`config.mk`:
```
export PLATFORM = sky130hd
export DESIGN_NAME = vpic
export DESIGN_NICKNAME = d
export VERILOG_FILES = /design/src/rtl/vpic.sv
export SDC_FILE = /design/constraint.sdc
export NUM_CORES = 2
export LEC_CHECK = 0
export BUFFER_PORTS_ARGS = -buffer_cell sky130_fd_sc_hd__clkbuf_2
export CELL_PAD_IN_SITES_DETAIL_PLACEMENT = 0
export CELL_PAD_IN_SITES_GLOBAL_PLACEMENT = 1
export CORE_MARGIN = 2
export CORE_UTILIZATION = 48
export CTS_CLUSTER_SIZE = 12
export DETAILED_ROUTE_END_ITERATION = 16
export PLACE_DENSITY = 0.81
export SLEW_MARGIN = 20
export SYNTH_ARGS = -nofsm -noshare
export SYNTH_HDL_FRONTEND = slang
export SYNTH_SLANG_ARGS = --single-unit
```
`constraint.sdc`:
```
create_clock -name clk -period 42.1 [get_ports clk]
set_input_delay 8.42 -clock clk [delete_from_list [all_inputs] [get_ports clk]]
set_output_delay 8.42 -clock clk [all_outputs]
set_load 0.01 [all_outputs]
```
`src/rtl/vpic.sv`:
```
module vpic #(
  parameter int NSRC = 32,
  parameter int PRIO_W = 3,
  parameter int DEPTH = 8,
  parameter int AW = 8,
  parameter int DW = 32,
  parameter logic [NSRC-1:0] TRIG_CFG = 32'hFE00_0001
) (
  input  logic            clk,
  input  logic            rst_n,
  input  logic [NSRC-1:0] src_i,
  input  logic [AW-1:0]   bus_addr,
  input  logic [DW-1:0]   bus_wdata,
  input  logic            bus_wr,
  input  logic            bus_rd,
  output logic [DW-1:0]   bus_rdata,
  output logic            irq_o
);
  localparam int SRC_W = $clog2(NSRC);
  localparam int LVL_W = PRIO_W + 1;
  localparam int DEP_W = $clog2(DEPTH + 1);
  localparam int STK_W = $clog2(DEPTH);
  localparam int TRIG_LSB = 4;
  localparam logic [1:0] TRIG_FIXED = 2'b10;
  localparam logic [AW-1:0] A_VEC  = AW'(NSRC);
  localparam logic [AW-1:0] A_IVR  = AW'(2 * NSRC);
  localparam logic [AW-1:0] A_EN   = AW'(2 * NSRC + 1);
  localparam logic [AW-1:0] A_DIS  = AW'(2 * NSRC + 2);
  localparam logic [AW-1:0] A_ECLR = AW'(2 * NSRC + 3);
  localparam logic [AW-1:0] A_EOI  = AW'(2 * NSRC + 4);
  localparam logic [AW-1:0] A_SPU  = AW'(2 * NSRC + 5);

  logic [PRIO_W-1:0] prio_q [NSRC];
  logic [1:0]        trig_q [NSRC];
  logic [DW-1:0]     vec_q  [NSRC];
  logic [PRIO_W-1:0] stk_q  [DEPTH];
  logic [DW-1:0]     spu_q;
  logic [NSRC-1:0]   en_q, edge_q, src_q;
  logic [DEP_W-1:0]  depth_q;

  logic [NSRC-1:0]   pend, qual, edge_hit, ack_mask, clr_mask;
  logic [DEP_W-1:0]  top_idx;
  logic [LVL_W-1:0]  cur_lvl;
  logic [SRC_W-1:0]  win_idx, sel;
  logic [PRIO_W-1:0] win_prio;
  logic              found, ack, eoi;

  assign sel     = bus_addr[SRC_W-1:0];
  assign ack     = bus_rd && bus_addr == A_IVR;
  assign eoi     = bus_wr && bus_addr == A_EOI;
  assign top_idx = depth_q - 1'b1;
  assign cur_lvl = (depth_q == '0) ? '0 : {1'b0, stk_q[top_idx[STK_W-1:0]]} + 1'b1;

  always_comb begin
    for (int i = 0; i < NSRC; i++) begin
      pend[i]     = trig_q[i][0] ? edge_q[i] : (src_i[i] == trig_q[i][1]);
      edge_hit[i] = trig_q[i][0] &&
                    (trig_q[i][1] ? (src_i[i] & ~src_q[i]) : (~src_i[i] & src_q[i]));
      qual[i]     = en_q[i] && pend[i] && ({1'b0, prio_q[i]} + 1'b1 > cur_lvl);
    end
  end

  always_comb begin
    found = 1'b0;
    win_idx = '0;
    win_prio = '0;
    for (int i = NSRC - 1; i >= 0; i--) begin
      if (qual[i] && (!found || prio_q[i] >= win_prio)) begin
        found = 1'b1;
        win_idx = SRC_W'(i);
        win_prio = prio_q[i];
      end
    end
  end

  assign irq_o    = found;
  assign ack_mask = (ack && found) ? (NSRC'(1) << win_idx) : '0;
  assign clr_mask = ack_mask | ((bus_wr && bus_addr == A_ECLR) ? bus_wdata[NSRC-1:0] : '0);

  always_ff @(posedge clk or negedge rst_n) begin
    if (!rst_n) begin
      for (int i = 0; i < NSRC; i++) begin
        prio_q[i] <= '0;
        trig_q[i] <= TRIG_FIXED;
        vec_q[i]  <= '0;
      end
      for (int d = 0; d < DEPTH; d++) stk_q[d] <= '0;
      spu_q     <= '0;
      en_q      <= '0;
      edge_q    <= '0;
      src_q     <= '0;
      depth_q   <= '0;
      bus_rdata <= '0;
    end else begin
      src_q  <= src_i;
      edge_q <= (edge_q & ~clr_mask) | edge_hit;
      if (bus_wr) begin
        if (bus_addr < A_VEC) begin
          prio_q[sel] <= bus_wdata[PRIO_W-1:0];
          if (TRIG_CFG[sel]) trig_q[sel] <= bus_wdata[TRIG_LSB+1:TRIG_LSB];
        end else if (bus_addr < A_IVR) begin
          vec_q[sel] <= bus_wdata;
        end
        if (bus_addr == A_EN)  en_q <= en_q | bus_wdata[NSRC-1:0];
        if (bus_addr == A_DIS) en_q <= en_q & ~bus_wdata[NSRC-1:0];
        if (bus_addr == A_SPU) spu_q <= bus_wdata;
      end
      if (ack && found) begin
        if (depth_q < DEP_W'(DEPTH)) begin
          stk_q[depth_q[STK_W-1:0]] <= win_prio;
          depth_q <= depth_q + 1'b1;
        end
      end else if (eoi && depth_q != '0) begin
        depth_q <= depth_q - 1'b1;
      end
      if (bus_rd) begin
        if (bus_addr < A_VEC)
          bus_rdata <= DW'({trig_q[sel], {(TRIG_LSB - PRIO_W){1'b0}}, prio_q[sel]});
        else if (bus_addr < A_IVR) bus_rdata <= vec_q[sel];
        else if (ack)              bus_rdata <= found ? vec_q[win_idx] : spu_q;
        else if (bus_addr == A_EN) bus_rdata <= DW'(en_q);
        else if (bus_addr == A_SPU) bus_rdata <= spu_q;
        else bus_rdata <= '0;
      end
    end
  end

  a_r12_no_overflow: assert property (@(posedge clk) disable iff (!rst_n)
    depth_q <= DEP_W'(DEPTH));
  a_r7_push: assert property (@(posedge clk) disable iff (!rst_n)
    (ack && irq_o && !bus_wr && depth_q < DEP_W'(DEPTH)) |=> depth_q == $past(depth_q) + 1'b1);
  a_r11_pop: assert property (@(posedge clk) disable iff (!rst_n)
    (eoi && !bus_rd && depth_q != '0) |=> depth_q == $past(depth_q) - 1'b1);
  a_r8_spurious: assert property (@(posedge clk) disable iff (!rst_n)
    (ack && !irq_o && !bus_wr) |=> (bus_rdata == $past(spu_q)) && $stable(depth_q));
  a_r2_disable: assert property (@(posedge clk) disable iff (!rst_n)
    (bus_wr && bus_addr == A_DIS) |=> (en_q & $past(bus_wdata[NSRC-1:0])) == '0);
endmodule

```
==> run metrics <==
Post-Route WL 298800 microns; Final GP Congestion 0.9308; CTS root buf clkbuf_16; top-area cell type share of the netlist area 0.4243; Worst path max stage delay 420 ps; Worst-Margin Slew 1288 ps; Clock transition at path regs 60 ps; most numerous cell in the Yosys netlist dfrtp_1; initial core utilization 0.4844; post-detail-place hpwl 179500 microns; routed vias 64760; core area 0.1631 sq mm; clock buffer depth 3; failing checks negative setup slack; setup TNS -390870 ps; ys flop type dfrtp_1; cell taking the most area after synthesis dfrtp_1; hold_ws 377.3 ps; fin crit share 1.119; placed cell count 8911; first-pass GRT wire length 434600 microns; # DRC 0; final count of negative-setup-slack endpoints 88; Worst slew margin 0.1404; maxcap violations 0; CP Data Arrival Time 47870 ps; Post-synth EDFFs 0; GRT Total Usage 0.3486; drt initial violations 8176; Row Count 148; Crit. End Element flip-flop; post-route insts no fill 9396; achievable frequency 21.22 MHz; H-tree Lvls 4; unrepaired setup endpoints after global routing true; Power, Total 5.214 mW; die height 409.8 microns; Power Dens Cells 54.18 mW/mm^2; P_leak 43.94 nW; mapped cell area 0.07902 sq mm; via/cell ratio 6.893; die extent in x 409.8 microns; share of cells above drive strength 1 0.4565; Slowest-stage cell, CP a2111o_1; CTS tree built; fin util 0.5899; HP Class flip-flop to flip-flop; worst r2r src depth_q[0]; mean post-synth cell area 11.89 sq um; Clock Sinks 1372; initial antenna violation count 13; Synth cell types 119; crit-path max FO 6; synth cell count leaders dfrtp_1, mux2_2, nand2_1; pin count of the biggest net entering global routing 190; Crit path top cell by count nand2b_4; setup ws final -5018 ps; number of global-route vias before repair 64590; syn_nets 6954; clock skew 30.47 ps; minimum clock period 47120 ps; Total Die Area 0.1679 sq mm; ranking of synthesized cells by area dfrtp_1, mux2_2, mux4_2; Buffers on Ports 108; status finished with violations; worst-skew pair later-pin latency 840 ps; ANT nets after route 0; Worst Path Class, Setup input port to flip-flop; Worst IR Drop VDD 47.09 uV; first drt pass iteration count 8; nets@finish 7413; CP Launch Point src_i[31]; WL per Instance 31.80 microns; Setup crit start kind input port; Final Max Slew Viols 0; asr flop ratio synth 1.000; WP data required 42850 ps; Post-Syn Instances 6644; Yosys warning count 0; Yosys reg bits 1372; grt ovf 0; register area share after synthesis 0.4350; Syn-to-layout area delta 21.79%; Hold Fails Final Rpt 0; number of clock buffers inserted by TritonCTS 150; min-delay src trig_q[49]; Top Ports 109
## report_power, final
part / leakage (nW) / switching, mW / internal (mW)
combinational: 22.9 / 1.31 / 1.12
clock: 2.40 / 0.585 / 0.748
sequential: 18.6 / 0.0685 / 1.38
total: 43.9 / 1.97 / 3.25
## layer usage
| layer | track usage | vias up | part of all wire |
|---|---|---|---|
| li1 | - | 26350 | - |
| met1 | 0.4510 | 33310 | 0.38 |
| met2 | 0.5202 | 4020 | 0.44 |
| met3 | 0.09623 | 1076 | 0.11 |
| met4 | 0.2134 | 10 | 0.072 |
| met5 | 0.003161 | - | 0.00035 |
## placed cells by master, fill, tap and decap left out, types with 70 or more instances in the layout
cell type	instances
nor2_1	246
mux4_2	368
dfrtp_1	1340
a21oi_1	180
buf_4	594
nor3_1	108
o22ai_1	141
clkbuf_16	157
mux2i_1	95
o21ai_0	183
a31oi_1	75
clkbuf_2	101
mux2_2	1168
nand2_1	318
buf_12	91
ha_1	209
buf_6	70
inv_1	87
o221ai_1	86
## what timing repair did
| item | 4_1_cts | 5_1_grt |
|---|---|---|
| hold buffers | 0 | 0 |
| setup endpoints to repair | 88 | 88 |
| resized for setup | 262 | 223 |
| endpoints found under the hold margin | 0 | 0 |
| buffers inserted | 128 | 66 |
| pin swaps | 137 | 165 |
| gates cloned | 22 | 8 |
## cell families after synthesis
group / synth area share
DFF: 0.4350
xor gates and xnor gates: 0.006761
muxes: 0.2859
and+or+nand+nor: 0.07424
AOI/OAI and AO/OA: 0.1259
buffers and inverters: 0.03490
adders and majority gates: 0.03732
## flip-flops by register name, indices dropped and copies added, names as in the netlist, named ones only
register   cells
bus_rdata     32
depth_q        4
edge_q        32
prio_q        96
spu_q         32
src_q         32
stk_q         24
trig_q        64
vec_q       1024
## layout make-up
| class | instances | area, sq um |
|---|---|---|
| clock inverter | 40 | 553.0 |
| sequential | 1372 | 34370 |
| multi-input combinational | 4583 | 45200 |
| antenna | 7 | 17.52 |
| tap | 2175 | 2721 |
| fill | 12810 | 66900 |
| clock buffer | 223 | 4358 |
| timing repair buffer | 901 | 8658 |
| inverter | 95 | 361.6 |
## through the flow
step	setup slack [ps]	cell area (sq um)
final	-5018	96240
after global routing	-6616	96240
after CTS	-4165	94490
after detailed placement	-5821	86680
after global placement	-4732	86680
after floorplan	-4903	80550
## worst max-delay path, delay by kind of cell
family	cells	cell delay (ps)
muxes	9	2530
AOI/OAI and AO/OA	92	16710
xor gates and xnor gates	1	150
buffers and inverters	15	1800
adders and majority gates	32	8590
and+or+nand+nor	77	9600
## final timing paths
path	to	slack, ps	cells past startpoint
worst min-delay path	trig_q[49]	380	0
worst min register to register	trig_q[49]	380	0
max in group asynchronous	prio_q[64]	30250	6
min in group asynchronous	vec_q[763]	7630	1
worst max-delay path	bus_rdata[12]	-5020	226
worst max register to register	bus_rdata[12]	-250	233
No activity file was read; power rests on OpenSTA's default activity.
